==> src/rtl/irq_ctrl_pkg.sv <==
`timescale 1ns/1ps
// Package: register offsets and widths shared by the banked interrupt controller.
// Assumes byte offsets on an 8-bit address and 32-bit data words.
package irq_ctrl_pkg;
    localparam int ADDR_W = 8;
    localparam int DATA_W = 32;

    localparam logic [ADDR_W-1:0] OFS_REV      = 8'h00;
    localparam logic [ADDR_W-1:0] OFS_SYSCFG   = 8'h10;
    localparam logic [ADDR_W-1:0] OFS_SYSSTAT  = 8'h14;
    localparam logic [ADDR_W-1:0] OFS_CURNUM   = 8'h40;
    localparam logic [ADDR_W-1:0] OFS_ACK      = 8'h48;
    localparam int               OFS_BANK0    = 'h80;
    localparam int               BANK_STRIDE  = 'h20;
    localparam int               OFS_CLR_SUB  = 'h08;
    localparam int               OFS_SET_SUB  = 'h0C;

    localparam int SOFTRST_BIT = 1;
    localparam int DONE_BIT    = 0;
    localparam int ACK_BIT     = 0;

    // Decoded request for one register-port cycle.
    typedef struct packed {
        logic                  wr_en;
        logic [ADDR_W-1:0]     addr;
        logic [DATA_W-1:0]     data;
    } reg_req_t;
endpackage

==> src/rtl/irq_mask_bank.sv <==
`timescale 1ns/1ps
// Module: irq_mask_bank
// Holds the mask bits of one bank. A set strobe ORs in the written word and
// a clear strobe removes the written ones. Assumes the two strobes are never
// active together (they come from distinct addresses). While busy is high the
// bank is forced fully masked.
module irq_mask_bank #(
    parameter int W = 32
) (
    input  logic         clk,
    input  logic         rst_n,
    input  logic         busy,
    input  logic         set_we,
    input  logic         clr_we,
    input  logic [W-1:0] wdata,
    output logic [W-1:0] mask
);
    // Mask register update: reset and soft reset mask all, else apply set/clear.
    always_ff @(posedge clk) begin
        if (!rst_n || busy)
            mask <= '1;
        else if (set_we)
            mask <= mask | wdata;
        else if (clr_we)
            mask <= mask & ~wdata;
    end


    set_bits_chk: assert property (@(posedge clk) disable iff (!rst_n)
        (set_we && !busy) |=> ((mask & $past(wdata)) == $past(wdata)));

    clr_bits_chk: assert property (@(posedge clk) disable iff (!rst_n)
        (clr_we && !busy) |=> ((mask & $past(wdata)) == '0));

    zero_keep_chk: assert property (@(posedge clk) disable iff (!rst_n)
        ((set_we || clr_we) && !busy) |=> ((mask & ~$past(wdata)) == ($past(mask) & ~$past(wdata))));

    rst_mask_chk: assert property (@(posedge clk) disable iff (!rst_n)
        busy |=> (mask == '1));
endmodule

==> src/rtl/irq_lowest_find.sv <==
`timescale 1ns/1ps
// Module: irq_lowest_find
// Finds the lowest set bit of a request vector. Purely combinational;
// assumes N fits in IDX_W bits.
module irq_lowest_find #(
    parameter int N     = 96,
    parameter int IDX_W = 7
) (
    input  logic [N-1:0]     req,
    output logic             found,
    output logic [IDX_W-1:0] idx
);
    // Scan from the top down so the lowest set bit is the last one written.
    always_comb begin
        found = 1'b0;
        idx   = '0;
        for (int i = N - 1; i >= 0; i--) begin
            if (req[i]) begin
                found = 1'b1;
                idx   = IDX_W'(i);
            end
        end
    end
endmodule

==> src/rtl/irq_soft_reset.sv <==
`timescale 1ns/1ps
// Module: irq_soft_reset
// Runs a fixed-length software reset. A start pulse loads the counter, and
// busy stays high until it reaches zero. Starts that arrive while busy are ignored.
module irq_soft_reset #(
    parameter int CYC = 4
) (
    input  logic clk,
    input  logic rst_n,
    input  logic start,
    output logic busy,
    output logic done
);
    localparam int CNT_W = $clog2(CYC + 1);
    logic [CNT_W-1:0] cnt;

    // Countdown: load on start when idle, decrement while running.
    always_ff @(posedge clk) begin
        if (!rst_n)
            cnt <= '0;
        else if (start && cnt == '0)
            cnt <= CNT_W'(CYC);
        else if (cnt != '0)
            cnt <= cnt - 1'b1;
    end

    assign done = (cnt == '0);
    assign busy = !done;


    start_clears_done_chk: assert property (@(posedge clk) disable iff (!rst_n)
        (start && done) |=> !done);

    done_sticks_chk: assert property (@(posedge clk) disable iff (!rst_n)
        (done && !start) |=> done);
endmodule

==> src/rtl/irq_deliver.sv <==
`timescale 1ns/1ps
// Module: irq_deliver
// Delivery latch. When idle and a candidate exists, it captures the index and
// raises the request. The request is held until acknowledged. Assumes any and
// idx come from the same cycle's masked sources.
module irq_deliver #(
    parameter int IDX_W = 7
) (
    input  logic             clk,
    input  logic             rst_n,
    input  logic             busy,
    input  logic             any,
    input  logic [IDX_W-1:0] idx,
    input  logic             ack,
    output logic             irq_out,
    output logic [IDX_W-1:0] cur_num
);
    // Deliver / hold / acknowledge state.
    always_ff @(posedge clk) begin
        if (!rst_n || busy) begin
            irq_out <= 1'b0;
            cur_num <= '0;
        end else if (irq_out) begin
            if (ack)
                irq_out <= 1'b0;
        end else if (any) begin
            irq_out <= 1'b1;
            cur_num <= idx;
        end
    end


    raise_chk: assert property (@(posedge clk) disable iff (!rst_n)
        (!irq_out && any && !busy) |=> irq_out);

    hold_chk: assert property (@(posedge clk) disable iff (!rst_n)
        (irq_out && !ack && !busy) |=> irq_out);

    drop_chk: assert property (@(posedge clk) disable iff (!rst_n)
        (irq_out && ack) |=> !irq_out);

    num_stable_chk: assert property (@(posedge clk) disable iff (!rst_n)
        (irq_out && !busy) |=> $stable(cur_num));
endmodule

==> src/rtl/irq_bank_ctrl.sv <==
`timescale 1ns/1ps
// Module: irq_bank_ctrl (top)
// Banked level-sensitive interrupt controller with a register port. Decodes
// the register writes, keeps one mask bank per 32 sources, picks the lowest
// unmasked active source and drives a single request line held until
// acknowledged. Assumes NUM_SRC is a multiple of BANK_W and that all sources
// are already synchronous to clk.
module irq_bank_ctrl
    import irq_ctrl_pkg::*;
#(
    parameter int         NUM_SRC   = 96,
    parameter int         BANK_W    = 32,
    parameter int         RST_CYC   = 4,
    parameter logic [3:0] REV_MAJOR = 4'd2,
    parameter logic [3:0] REV_MINOR = 4'd1
) (
    input  logic               clk,
    input  logic               rst_n,
    input  logic               reg_sel,
    input  logic               reg_wr,
    input  logic [ADDR_W-1:0]  reg_addr,
    input  logic [DATA_W-1:0]  reg_wdata,
    output logic [DATA_W-1:0]  reg_rdata,
    input  logic [NUM_SRC-1:0] irq_src,
    output logic               irq_out
);
    localparam int NUM_BANKS = NUM_SRC / BANK_W;
    localparam int IDX_W     = $clog2(NUM_SRC);

    reg_req_t           req;
    logic [NUM_SRC-1:0] mask_all;
    logic [NUM_SRC-1:0] pend_vec;
    logic               busy, done, any;
    logic [IDX_W-1:0]   low_idx, cur_num;
    logic               ack, srst_start;

    // Register request bundle for this cycle.
    always_comb begin
        req.wr_en = reg_sel && reg_wr;
        req.addr  = reg_addr;
        req.data  = reg_wdata;
    end

    assign ack        = req.wr_en && req.addr == OFS_ACK && req.data[ACK_BIT];
    assign srst_start = req.wr_en && req.addr == OFS_SYSCFG && req.data[SOFTRST_BIT];

    // One mask bank per group of BANK_W sources.
    for (genvar k = 0; k < NUM_BANKS; k++) begin : g_bank
        localparam logic [ADDR_W-1:0] SET_A = ADDR_W'(OFS_BANK0 + k * BANK_STRIDE + OFS_SET_SUB);
        localparam logic [ADDR_W-1:0] CLR_A = ADDR_W'(OFS_BANK0 + k * BANK_STRIDE + OFS_CLR_SUB);
        logic [BANK_W-1:0] bank_mask;

        irq_mask_bank #(.W(BANK_W)) u_bank (
            .clk    (clk),
            .rst_n  (rst_n),
            .busy   (busy),
            .set_we (req.wr_en && req.addr == SET_A),
            .clr_we (req.wr_en && req.addr == CLR_A),
            .wdata  (req.data[BANK_W-1:0]),
            .mask   (bank_mask)
        );
        assign mask_all[k*BANK_W +: BANK_W] = bank_mask;
    end

    assign pend_vec = irq_src & ~mask_all;

    irq_lowest_find #(.N(NUM_SRC), .IDX_W(IDX_W)) u_find (
        .req   (pend_vec),
        .found (any),
        .idx   (low_idx)
    );

    irq_soft_reset #(.CYC(RST_CYC)) u_srst (
        .clk   (clk),
        .rst_n (rst_n),
        .start (srst_start),
        .busy  (busy),
        .done  (done)
    );

    irq_deliver #(.IDX_W(IDX_W)) u_dlv (
        .clk     (clk),
        .rst_n   (rst_n),
        .busy    (busy),
        .any     (any),
        .idx     (low_idx),
        .ack     (ack),
        .irq_out (irq_out),
        .cur_num (cur_num)
    );

    // Read multiplexer; offsets with no register return zero.
    always_comb begin
        reg_rdata = '0;
        case (reg_addr)
            OFS_REV:     reg_rdata = DATA_W'({REV_MAJOR, REV_MINOR});
            OFS_SYSCFG:  reg_rdata[SOFTRST_BIT] = busy;
            OFS_SYSSTAT: reg_rdata[DONE_BIT] = done;
            OFS_CURNUM:  reg_rdata = DATA_W'(cur_num);
            default: begin
                for (int k = 0; k < NUM_BANKS; k++) begin
                    if (reg_addr == ADDR_W'(OFS_BANK0 + k * BANK_STRIDE + OFS_SET_SUB) ||
                        reg_addr == ADDR_W'(OFS_BANK0 + k * BANK_STRIDE + OFS_CLR_SUB))
                        reg_rdata = DATA_W'(mask_all[k*BANK_W +: BANK_W]);
                end
            end
        endcase
    end


    pick_valid_chk: assert property (@(posedge clk) disable iff (!rst_n)
        $rose(irq_out) |-> ((($past(pend_vec) >> cur_num) & NUM_SRC'(1)) != '0));

    pick_lowest_chk: assert property (@(posedge clk) disable iff (!rst_n)
        $rose(irq_out) |-> (($past(pend_vec) & ((NUM_SRC'(1) << cur_num) - NUM_SRC'(1))) == '0));

    masked_quiet_chk: assert property (@(posedge clk) disable iff (!rst_n)
        (!irq_out && pend_vec == '0) |=> !irq_out);
endmodule

==> config.mk <==
export PLATFORM = sky130hd
export DESIGN_NAME = irq_bank_ctrl
export DESIGN_NICKNAME = d
export VERILOG_FILES = /design/src/rtl/irq_ctrl_pkg.sv /design/src/rtl/irq_mask_bank.sv /design/src/rtl/irq_lowest_find.sv /design/src/rtl/irq_soft_reset.sv /design/src/rtl/irq_deliver.sv /design/src/rtl/irq_bank_ctrl.sv
export SDC_FILE = /design/constraint.sdc
export NUM_CORES = 1
export LEC_CHECK = 0
export CELL_PAD_IN_SITES_DETAIL_PLACEMENT = 2
export CELL_PAD_IN_SITES_GLOBAL_PLACEMENT = 2
export CORE_ASPECT_RATIO = 0.6
export CORE_MARGIN = 2
export CORE_UTILIZATION = 26
export CTS_CLUSTER_DIAMETER = 150
export DETAILED_ROUTE_END_ITERATION = 10
export PLACE_DENSITY_LB_ADDON = 0.2
export SETUP_SLACK_MARGIN = 0.15
export SLEW_MARGIN = 10
export SYNTH_ARGS = -nofsm -noshare
export SYNTH_HDL_FRONTEND = slang
export SYNTH_HIERARCHICAL = 1
export SYNTH_SLANG_ARGS = --single-unit
==> constraint.sdc <==
create_clock -name clk -period 2.2 [get_ports clk]
set_input_delay 0.44 -clock clk [delete_from_list [all_inputs] [get_ports clk]]
set_output_delay 0.44 -clock clk [all_outputs]
set_load 0.01 [all_outputs]
Yosys cells after proc, flatten, opt, wreduce, memory -nomap -nowiden

Cells that the tools add are included.

Logic and storage cells: 267
Input bits: 140
Register bits after elaboration: 107
RAM bits: 0
Memories: 0
Output and inout bits: 33
Bits in latches: 0
Bits in read-only memories: 0

Shifts and indexed selects: 0
Multipliers: 0
Reduce and logical (&&, ||, !) cells: 29
Div/mod/pow operators: 0
Mux-type cells: 209
Bitwise logic cells: 11
Equal/unequal tests: 10
Add/sub/neg operators: 1
$lt $le $gt $ge: 0

Operators with widths:

| kind                                                | number |
|---|---|
| 2-to-1 mux 7 bit                                    | 96 |
| 2-to-1 mux 32 bit                                   | 9 |
| 2-to-1 mux 1 bit                                    | 99 |
| AND 32 bit                                          | 3 |
| AND 96 bit                                          | 1 |
| NOT 96 bit                                          | 1 |
| OR 32 bit                                           | 3 |
| one-hot mux 30 bit (3 select lines)                 | 1 |
| equality test 8 bit, second input constant          | 6 |
| NOT 32 bit                                          | 1 |
| equality test 8 x 5 -> 1 bit, second input constant | 2 |
| equality test 8 x 7 -> 1 bit, second input constant | 2 |
| logical AND 1 bit                                   | 12 |
| zero test 8 bit                                     | 1 |
| nonzero test 2 bit                                  | 4 |
| 2-to-1 mux 3 bit                                    | 2 |
| OR reduction 2 bit                                  | 3 |
| logical OR 1 bit                                    | 4 |
| one-hot mux 1 bit (4 select lines)                  | 1 |
| zero test 3 bit                                     | 1 |
| one-hot mux 1 bit (3 select lines)                  | 1 |
| nonzero test 3 bit                                  | 1 |
| subtractor 3 x 1 -> 3 bit, second input constant    | 1 |
| zero test 1 bit                                     | 2 |
| 2 further kinds                                     | 3 |

Longest topological paths before layout

Gate-level depths: netlist (run 1).

Depth after elaboration: 100
Mapped depth: 10
Depth with buffers taken out: 9

By module

Netlist (run 1), hierarchy kept.

Modules (own cells, without submodules):

| module          | area each (um^2) | instances | cells an instance |
|---|---|---|---|
| irq_mask_bank   | 1151.1           | 3         | 106 |
| irq_bank_ctrl   | 1492.7           | 1         | 224 |
| irq_lowest_find | 1241.2           | 1         | 225 |
| irq_deliver     | 299.0            | 1         | 29 |
| irq_soft_reset  | 177.7            | 1         | 18 |

Least setup slack after synthesis (run 1)

OpenSTA, ideal clock, no wires.

Path type: input -> register
From: input irq_src[91]
To: register u_dlv.cur_num[1]
Data required time: 2.076 ns
Stages on the path: 9
Slack: -0.087 ns
Arrival: 2.162 ns
Path through: nor2b_1 > or4_1 > nand2b_1 > nor4_1 > nand3_1 > nor2b_2 > buf_6 > mux2i_1 > nor2_1

Longest elaborated chain between the ends: 94
Elaborated cells between the ends (all ways): 186
Classes of those cells: mux (184); bitwise (1); reduce/logical (1)

RTL lines:

| item                            | line                  | RTL |
|---|---|---|
| start, declared                 | irq_bank_ctrl.sv:24   | `input logic [NUM_SRC-1:0] irq_src,` |
| AND 96 bit                      | irq_bank_ctrl.sv:65   | `assign pend_vec = irq_src & ~mask_all;` |
| 2-to-1 mux 1 bit (92 in series) | irq_lowest_find.sv:18 | `if (req[i]) begin` |
| named net any                   | irq_bank_ctrl.sv:33   | `logic busy, done, any;` |
| AND reduction 2 bit (no line)   | -                     |  |
| end signal, assigned            | irq_deliver.sv:28     | `cur_num <= idx;` |
| end, declared                   | irq_deliver.sv:16     | `output logic [IDX_W-1:0] cur_num` |

The timed path passes the listed nets, and every way through them passes these cells.
A chain may end at the register's enable or synchronous reset.

Worst setup path after layout (run 1)

From: input irq_src[34]
To: register u_dlv.cur_num[1]

Elaborated cells between the ends (all ways): 72
Classes of those cells: mux (70); bitwise (1); reduce/logical (1)

RTL lines:

| item                            | line                  | RTL |
|---|---|---|
| AND 96 bit                      | irq_bank_ctrl.sv:65   |  |
| named net pend_vec[34]          | irq_bank_ctrl.sv:32   | `logic [NUM_SRC-1:0] pend_vec;` |
| 2-to-1 mux 7 bit (35 in series) | irq_lowest_find.sv:18 |  |
| named net low_idx[1]            | irq_bank_ctrl.sv:34   | `logic [IDX_W-1:0] low_idx, cur_num;` |

The timed path passes the listed nets, and every way through them passes these cells.

==> metrics.csv, run 1 <==
stage,metric,value,unit
floorplanning,dieArea,27000,sq um
worst_hold_path,hold_path.class,reg2reg,
clock_tree,tritoncts,yes,
logic_synthesis,synth_seq_area_share,32.1,%
pwr,power,5210,uW
logic_synthesis,synth.ff_latch_count,107,
logic_synthesis,async_flop_share,0,%
route,wl_per_cell,35.5,um
critical_path,r2r-end,u_dlv/cur_num[1],
critical_path,path_max_fanout,3,
clock_tree,cts.sinks,107,
sta,final.min_clock_period,2.72,ns
route,viasPerCell,6.28,
logic_synthesis,synth_compound_area_share,28.0,%
flow_run,drv_cap,0,
sta,rsz0062_at_grt,true,
grt,grt_start_max_net_pins,33,
worst_hold_path,hold_depth,1,
outcome,violations,setup timing,
placement,gp_congestion,0.881,
route,firstDrtPassIters,6,
logic_synthesis,syn_inst,814,
logic_synthesis,netlist_area,6660,sq um
logic_synthesis,synth_fa_ha_area_share,0.376,%
sta,setup_viol,40,
clock_tree,clk_path_buf_depth,2,
grt,grt-ovfl-total,0,
critical_path,rr_worst_depth,10,
sta,tightest_slew,0.689,ns
logic_synthesis,synth-xor-area-share,0,%
critical_path,path_class,in2reg,
sta,fin_ws,-0.519,ns
sta,whs,0.542,ns
sta,clock.fmax,368,MHz
logic_synthesis,syn_nets,956,
critical_path,rrSetupSlack,-0.40,ns
logic_synthesis,yosys.cell_types.count,65,
critical_path,cp_data_required_time,2.45,ns
clock_tree,root_buffer,clkbuf_16,
outcome,status,"complete, but fails checks",
logic_synthesis,synth_top_family_by_area,simple AND/OR/NAND/NOR gates,
clock_tree,clkTransAtPathRegs,0.09,ns
sta,slew_violations,0,
placement,dp.final_hpwl,27600,um
logic_synthesis,synth_edf_count,0,
critical_path,start_kind,input pin,
floorplanning,row_count,45,
route,drt_iter0_markers,890,
floorplanning,pin_count,173,
sta,fin_worst_skew,0.0169,ns
placement,dpl_cell_area,10400,sq um
logic_synthesis,synth_ff_type,dfxtp_1,
layout,fin_area,13500,sq um
grt,grt_pass1_vias,9847,
floorplanning,die_h,128,um
pwr,peakVddDrop,0.000616,V
layout,fin_nets,1400,
route,drc,0,
grt,grt_usage,32.1,%
clock_tree,htree_levels,3,
floorplanning,die_w,211,um
logic_synthesis,synthSimpleGateAreaFrac,30.8,%
logic_synthesis,yosys_warnings,6,
floorplanning,initial_core_util,26.4,%
pwr,cellLeakagePower,0.00599,uW
logic_synthesis,synth_area_per_cell,8.19,sq um
route,via_count,10000,
route,wl,56500,um
critical_path,worst_ep_arrival_time,2.97,ns
layout,layout-drive-gt1-share,51.2,%
clock_tree,numCtsBuffers,9,
grt,antenna_found_initial,3,
pwr,powerDensity,387,nW/um^2
floorplanning,core_area,25200,sq um
sta,slew_headroom,54.1,%
sta,hold_viol,0,
logic_synthesis,muxShareOfSynthArea,1.88,%
layout,area_growth,102,%
placement,io_buffers,172,
sta,period_share,124,%
route,drtAntennaViolNets,0,
grt,grt_pass1_wl,64300,um
critical_path,crit_path_end_kind,flip-flop,
clock_tree,clk_latency,0.39,ns
report_power, final:
part	internal, uW	switching, uW	total, uW
sequential	1960	24.3	1980
clock	895	865	1760
combinational	637	832	1470
total	3490	1720	5210
how the worst max path moves through the flow:
stage / start / end / cells past startpoint
2_1_floorplan: irq_src[88] / u_dlv/cur_num[1] / 9
3_3_place_gp: reg_addr[5] / reg_rdata[3] / 8
3_5_place_dp: reg_addr[5] / reg_rdata[2] / 8
4_1_cts: reg_addr[3] / reg_rdata[31] / 10
5_1_grt: irq_src[34] / u_dlv/cur_num[1] / 10
6_report: irq_src[34] / u_dlv/cur_num[1] / 10
metrics by stage:
stage	utilization [%]	setup TNS, ns	cells	setup WS [ns]
2_1_floorplan	-	0	814	0.113
4_1_cts	47.3	-3.32	1544	-0.183
5_1_grt	53.4	-9.00	1592	-0.543
3_3_place_gp	41.2	-67.82	1489	-0.949
3_5_place_dp	41.2	-75.00	1489	-0.994
6_report	53.4	-7.77	1593	-0.519
synthesized netlist by cell type (all sizes together) (4+ instances only):
library cell / n / area share [%]
nor4: 31 / 2.9
nor2: 61 / 3.7
nand2: 131 / 7.4
o21a: 5 / 0.56
mux2: 4 / 0.68
mux2i: 8 / 1.2
a222oi: 25 / 3.8
a221oi: 5 / 0.66
a21oi: 19 / 1.6
inv: 46 / 2.6
nand4: 4 / 0.38
nor3: 23 / 2.0
nand3: 7 / 0.53
dfxtp: 107 / 32
nor2b: 104 / 9.9
o2111ai: 4 / 0.53
or4: 4 / 0.45
nand2b: 10 / 0.94
a31oi: 6 / 0.56
o31ai: 9 / 1.0
a221o: 98 / 15
buf: 40 / 4.2
o21ai: 19 / 1.4
layout by cell type, fill, tap and decap left out, types with 5 or more instances in the layout:
| master | n |
|---|---|
| buf_2 | 29 |
| nor4_4 | 20 |
| nor3_2 | 9 |
| o21a_1 | 5 |
| buf_4 | 231 |
| nand2b_1 | 8 |
| nand2_1 | 66 |
| buf_12 | 25 |
| a222oi_1 | 25 |
| nor4_2 | 7 |
| dfxtp_2 | 14 |
| mux2i_1 | 6 |
| nor2b_2 | 25 |
| a21oi_1 | 13 |
| buf_8 | 8 |
| nor2b_1 | 17 |
| buf_6 | 32 |
| o21ai_2 | 9 |
| clkbuf_16 | 18 |
| nand2_4 | 41 |
| dfxtp_1 | 91 |
| o31ai_1 | 5 |
| dlygate4sd2_1 | 27 |
| dlymetal6s2s_1 | 19 |
| nor2_2 | 7 |
| nor2_1 | 44 |
| a221o_1 | 98 |
| buf_16 | 6 |
| nand2_2 | 23 |
| nor2b_4 | 62 |
| a21oi_2 | 5 |
| inv_1 | 43 |
| nor3_1 | 12 |
| nor2_4 | 10 |
| o21ai_0 | 8 |
| clkdlybuf4s50_1 | 83 |
metal layers:
layer	up-vias	wire length, um	track usage, %
met2	621	25700	52.2
met1	5204	23000	43.3
met5	-	76	0
met3	200	4970	5.85
li1	3978	-	-
met4	6	2690	9.73
cells by family (layout without fill, tap and decap cells):
logic type / count (synthesis) / after routing
buf+inv: 86 / 535
compound gates: 213 / 213
simple gates: 394 / 394
mux: 12 / 12
fa+ha+maj: 2 / 2
flops: 107 / 107
other cells: 0 / 1
what timing repair did:
action / in CTS / in global routing
gates resized for setup: 438 / 249
hold buffers: 0 / 0
cloned: 5 / 12
setup endpoints to repair: 136 / 136
buffers inserted: 34 / 36
pin swaps: 88 / 68
endpoints found under the hold margin: 0 / 0
critical path: stages:
cell             delay [ns]
clkdlybuf4s50_1        0.43
nor2b_2                0.20
nor2_1                 0.27
nand2_1                0.12
a2111oi_2              0.52
nor2b_1                0.26
a311o_1                0.23
o311ai_4               0.16
mux2i_1                0.23
nor2_1                 0.10
area by class of cell:
| cell class | instances | area [sq um] |
|---|---|---|
| fill | 2519 | 11800 |
| multi-input combinational | 621 | 5820 |
| timing repair buffer | 473 | 4600 |
| sequential | 107 | 2170 |
| tap | 329 | 412 |
| clock buffer | 15 | 288 |
| inverter | 46 | 173 |
| clock inverter | 1 | 5.00 |
| antenna | 1 | 2.50 |
Note: power is estimated with default switching activity, not from simulation.
==> inputs of run 2 (changes only) <==
Settings changed: GPL_TIMING_DRIVEN set to 0.
==> run 2 against run 1 <==
The run still ends with setup timing left; clock power is 5% lower; count of clock-buffer cells in the layout down 5; sequential power about the same; largest power group unchanged; clock skew fell by 0.0042 ns; cell count down 11%; worst hold slack got worse by 0.019 ns; total power fell by 4.2%; non-clock buffer count is 168 lower; critical path depth is the same; routed wire length is 29% lower.
==> metrics.csv, run 2 (synthesis results as in run 1) <==
stage,metric,value,unit
pwr,intPower,3340,uW
route,route.met2.wl,17700,um
pwr,swShare,33.2,%
placement,dp.final_hpwl,26900,um
floorplanning,dieArea,27000,sq um
sta,period_share,115,%
route,wl_per_cell,28.1,um
outcome,violations,setup timing,
critical_path,startpoint,reg_addr[6],
route,wl,40100,um
pwr,powerDensity,448,nW/um^2
pwr,combPwrFrac,26.6,%
placement,dp_cells,1315,
route,wl_met3,2520,um
route,drc,0,
floorplanning,die_h,128,um
route,drtAntennaViolNets,0,
sta,tightest_slew,0.781,ns
placement,io_buffers,172,
floorplanning,pin_count,173,
floorplanning,core_area,25200,sq um
layout,fin_nets,1232,
route,drt_iter0_markers,779,
sta,slew_headroom,47.8,%
sta,fin_ws,-0.324,ns
grt,grt_pass1_vias,8449,
route,topRoutingLayerUsed,met4,
floorplanning,die_w,211,um
sta,clock.fmax,396,MHz
route,firstDrtPassIters,6,
grt,grt_usage,27.7,%
clock_tree,clkTransAtPathRegs,0.07,ns
placement,place_ws,-1.42,ns
layout,mostFrequentLayoutCell,nand2_1,
critical_path,path_max_fanout,6,
floorplanning,initial_core_util,26.4,%
grt,grt_pass1_wl,55000,um
outcome,status,"complete, but fails checks",
sta,setup_viol,40,
sta,fin_worst_skew,0.0126,ns
pwr,p_seq_share,39.7,%
pwr,cellLeakagePower,0.00440,uW
route,met1_length,19200,um
layout,layout-drive-gt1-share,34.9,%
clock_tree,clk_path_buf_depth,2,
grt,grt-ovfl-total,0,
pwr,power_switching,1660,uW
layout,area_growth,67.3,%
sta,rsz0062_at_grt,true,
layout,diodes,0,
clock_tree,ctsHoldBuffers,0,
layout,multiInputGateArea,5210,sq um
clock_tree,cts.sinks,107,
clock_tree,root_buffer,clkbuf_16,
grt,antenna_found_initial,0,
critical_path,crit_path_end_kind,output pin,
route,via_count,8339,
pwr,peakVddDrop,0.000317,V
clock_tree,tritoncts,yes,
floorplanning,row_count,45,
worst_hold_path,hold_path.class,reg2reg,
sta,fin_tns_setup,-8.05,ns
route,viasPerCell,5.86,
sta,hold_viol,0,
flow_run,drv_cap,0,
grt,grt_start_max_net_pins,19,
placement,gp_congestion,0.840,
clock_tree,numCtsBuffers,9,
critical_path,start_kind,input pin,
critical_path,path_class,in2out,
clock_tree,clk_latency,0.38,ns
layout,final_cell_mix,"nand2_1 (121), clkdlybuf4s50_1 (104), a221o_1 (98)",
critical_path,cp_data_required_time,1.76,ns
sta,final.min_clock_period,2.52,ns
pwr,pwr-share-clk,33.7,%
layout,register_area,2160,sq um
clock_tree,htree_levels,3,
layout,num-fill-cells,2740,
sta,slew_violations,0,
critical_path,worst_ep_arrival_time,2.08,ns
layout,finalNonFillerCells,1424,
-- run 2: worst paths after layout --
check	to	slack, ns	cells after the start
max	reg_rdata[28]	-0.32	10
min	flip-flop	0.52	1
max reg2reg	u_dlv/cur_num[6]	-0.17	9
min reg2reg	flip-flop	0.52	1
-- run 2: per-stage QoR --
stage / instance area [sq um] / hold WS (ns) / util, % / power (uW)
after global routing: 11100 / 0.539 / 44.2 / 5150
after CTS: 10600 / 0.517 / 42.0 / 4920
final: 11100 / 0.523 / 44.2 / 4990
after detailed placement: 8890 / 0.499 / 35.3 / 3120
after global placement: 8890 / 0.493 / 35.3 / 3100
after floorplan: 6760 / 0.460 / - / 2500
-- run 2: critical path, cell delays in order --
cell and delay, ns:
buf_6 0.10, buf_6 0.12, or4b_4 0.55, nor2_4 0.16
buf_6 0.13, buf_12 0.14, buf_16 0.14, a222oi_1 0.09
inv_1 0.08, buf_2 0.12
-- run 2: cell type report --
type / instances / area share [%]
buffer: 39 / 3.21
multi-input combinational: 621 / 46.7
clock inverter: 6 / 0.449
tap: 329 / 3.69
clock buffer: 10 / 2.14
timing repair buffer: 266 / 22.8
sequential: 107 / 19.4
inverter: 46 / 1.57
-- run 2: timing repair --
item | in CTS | in global routing
gates resized for setup | 403 | 88
endpoints found under the setup margin | 139 | 133
pin swaps | 53 | 42
endpoints found under the hold margin | 0 | 0
cloned | 2 | 2
setup buffers | 65 | 25
-- run 2: layer usage --
layer / track usage [%] / vias up
li1: - / 3648
met1: 40.9 / 4318
met2: 42.6 / 325
met3: 4.31 / 48
met4: 5.51 / 0
met5: 0 / -
-- run 2: power groups by stage --
| stage | combinational [uW] | clock [uW] | sequential [uW] |
|---|---|---|---|
| floorplan | 483 | 0 | 2020 |
| global placement | 1080 | 0 | 2020 |
| detailed placement | 1100 | 0 | 2020 |
| CTS | 1250 | 1690 | 1980 |
| global route | 1380 | 1790 | 1980 |
| finish | 1330 | 1680 | 1980 |
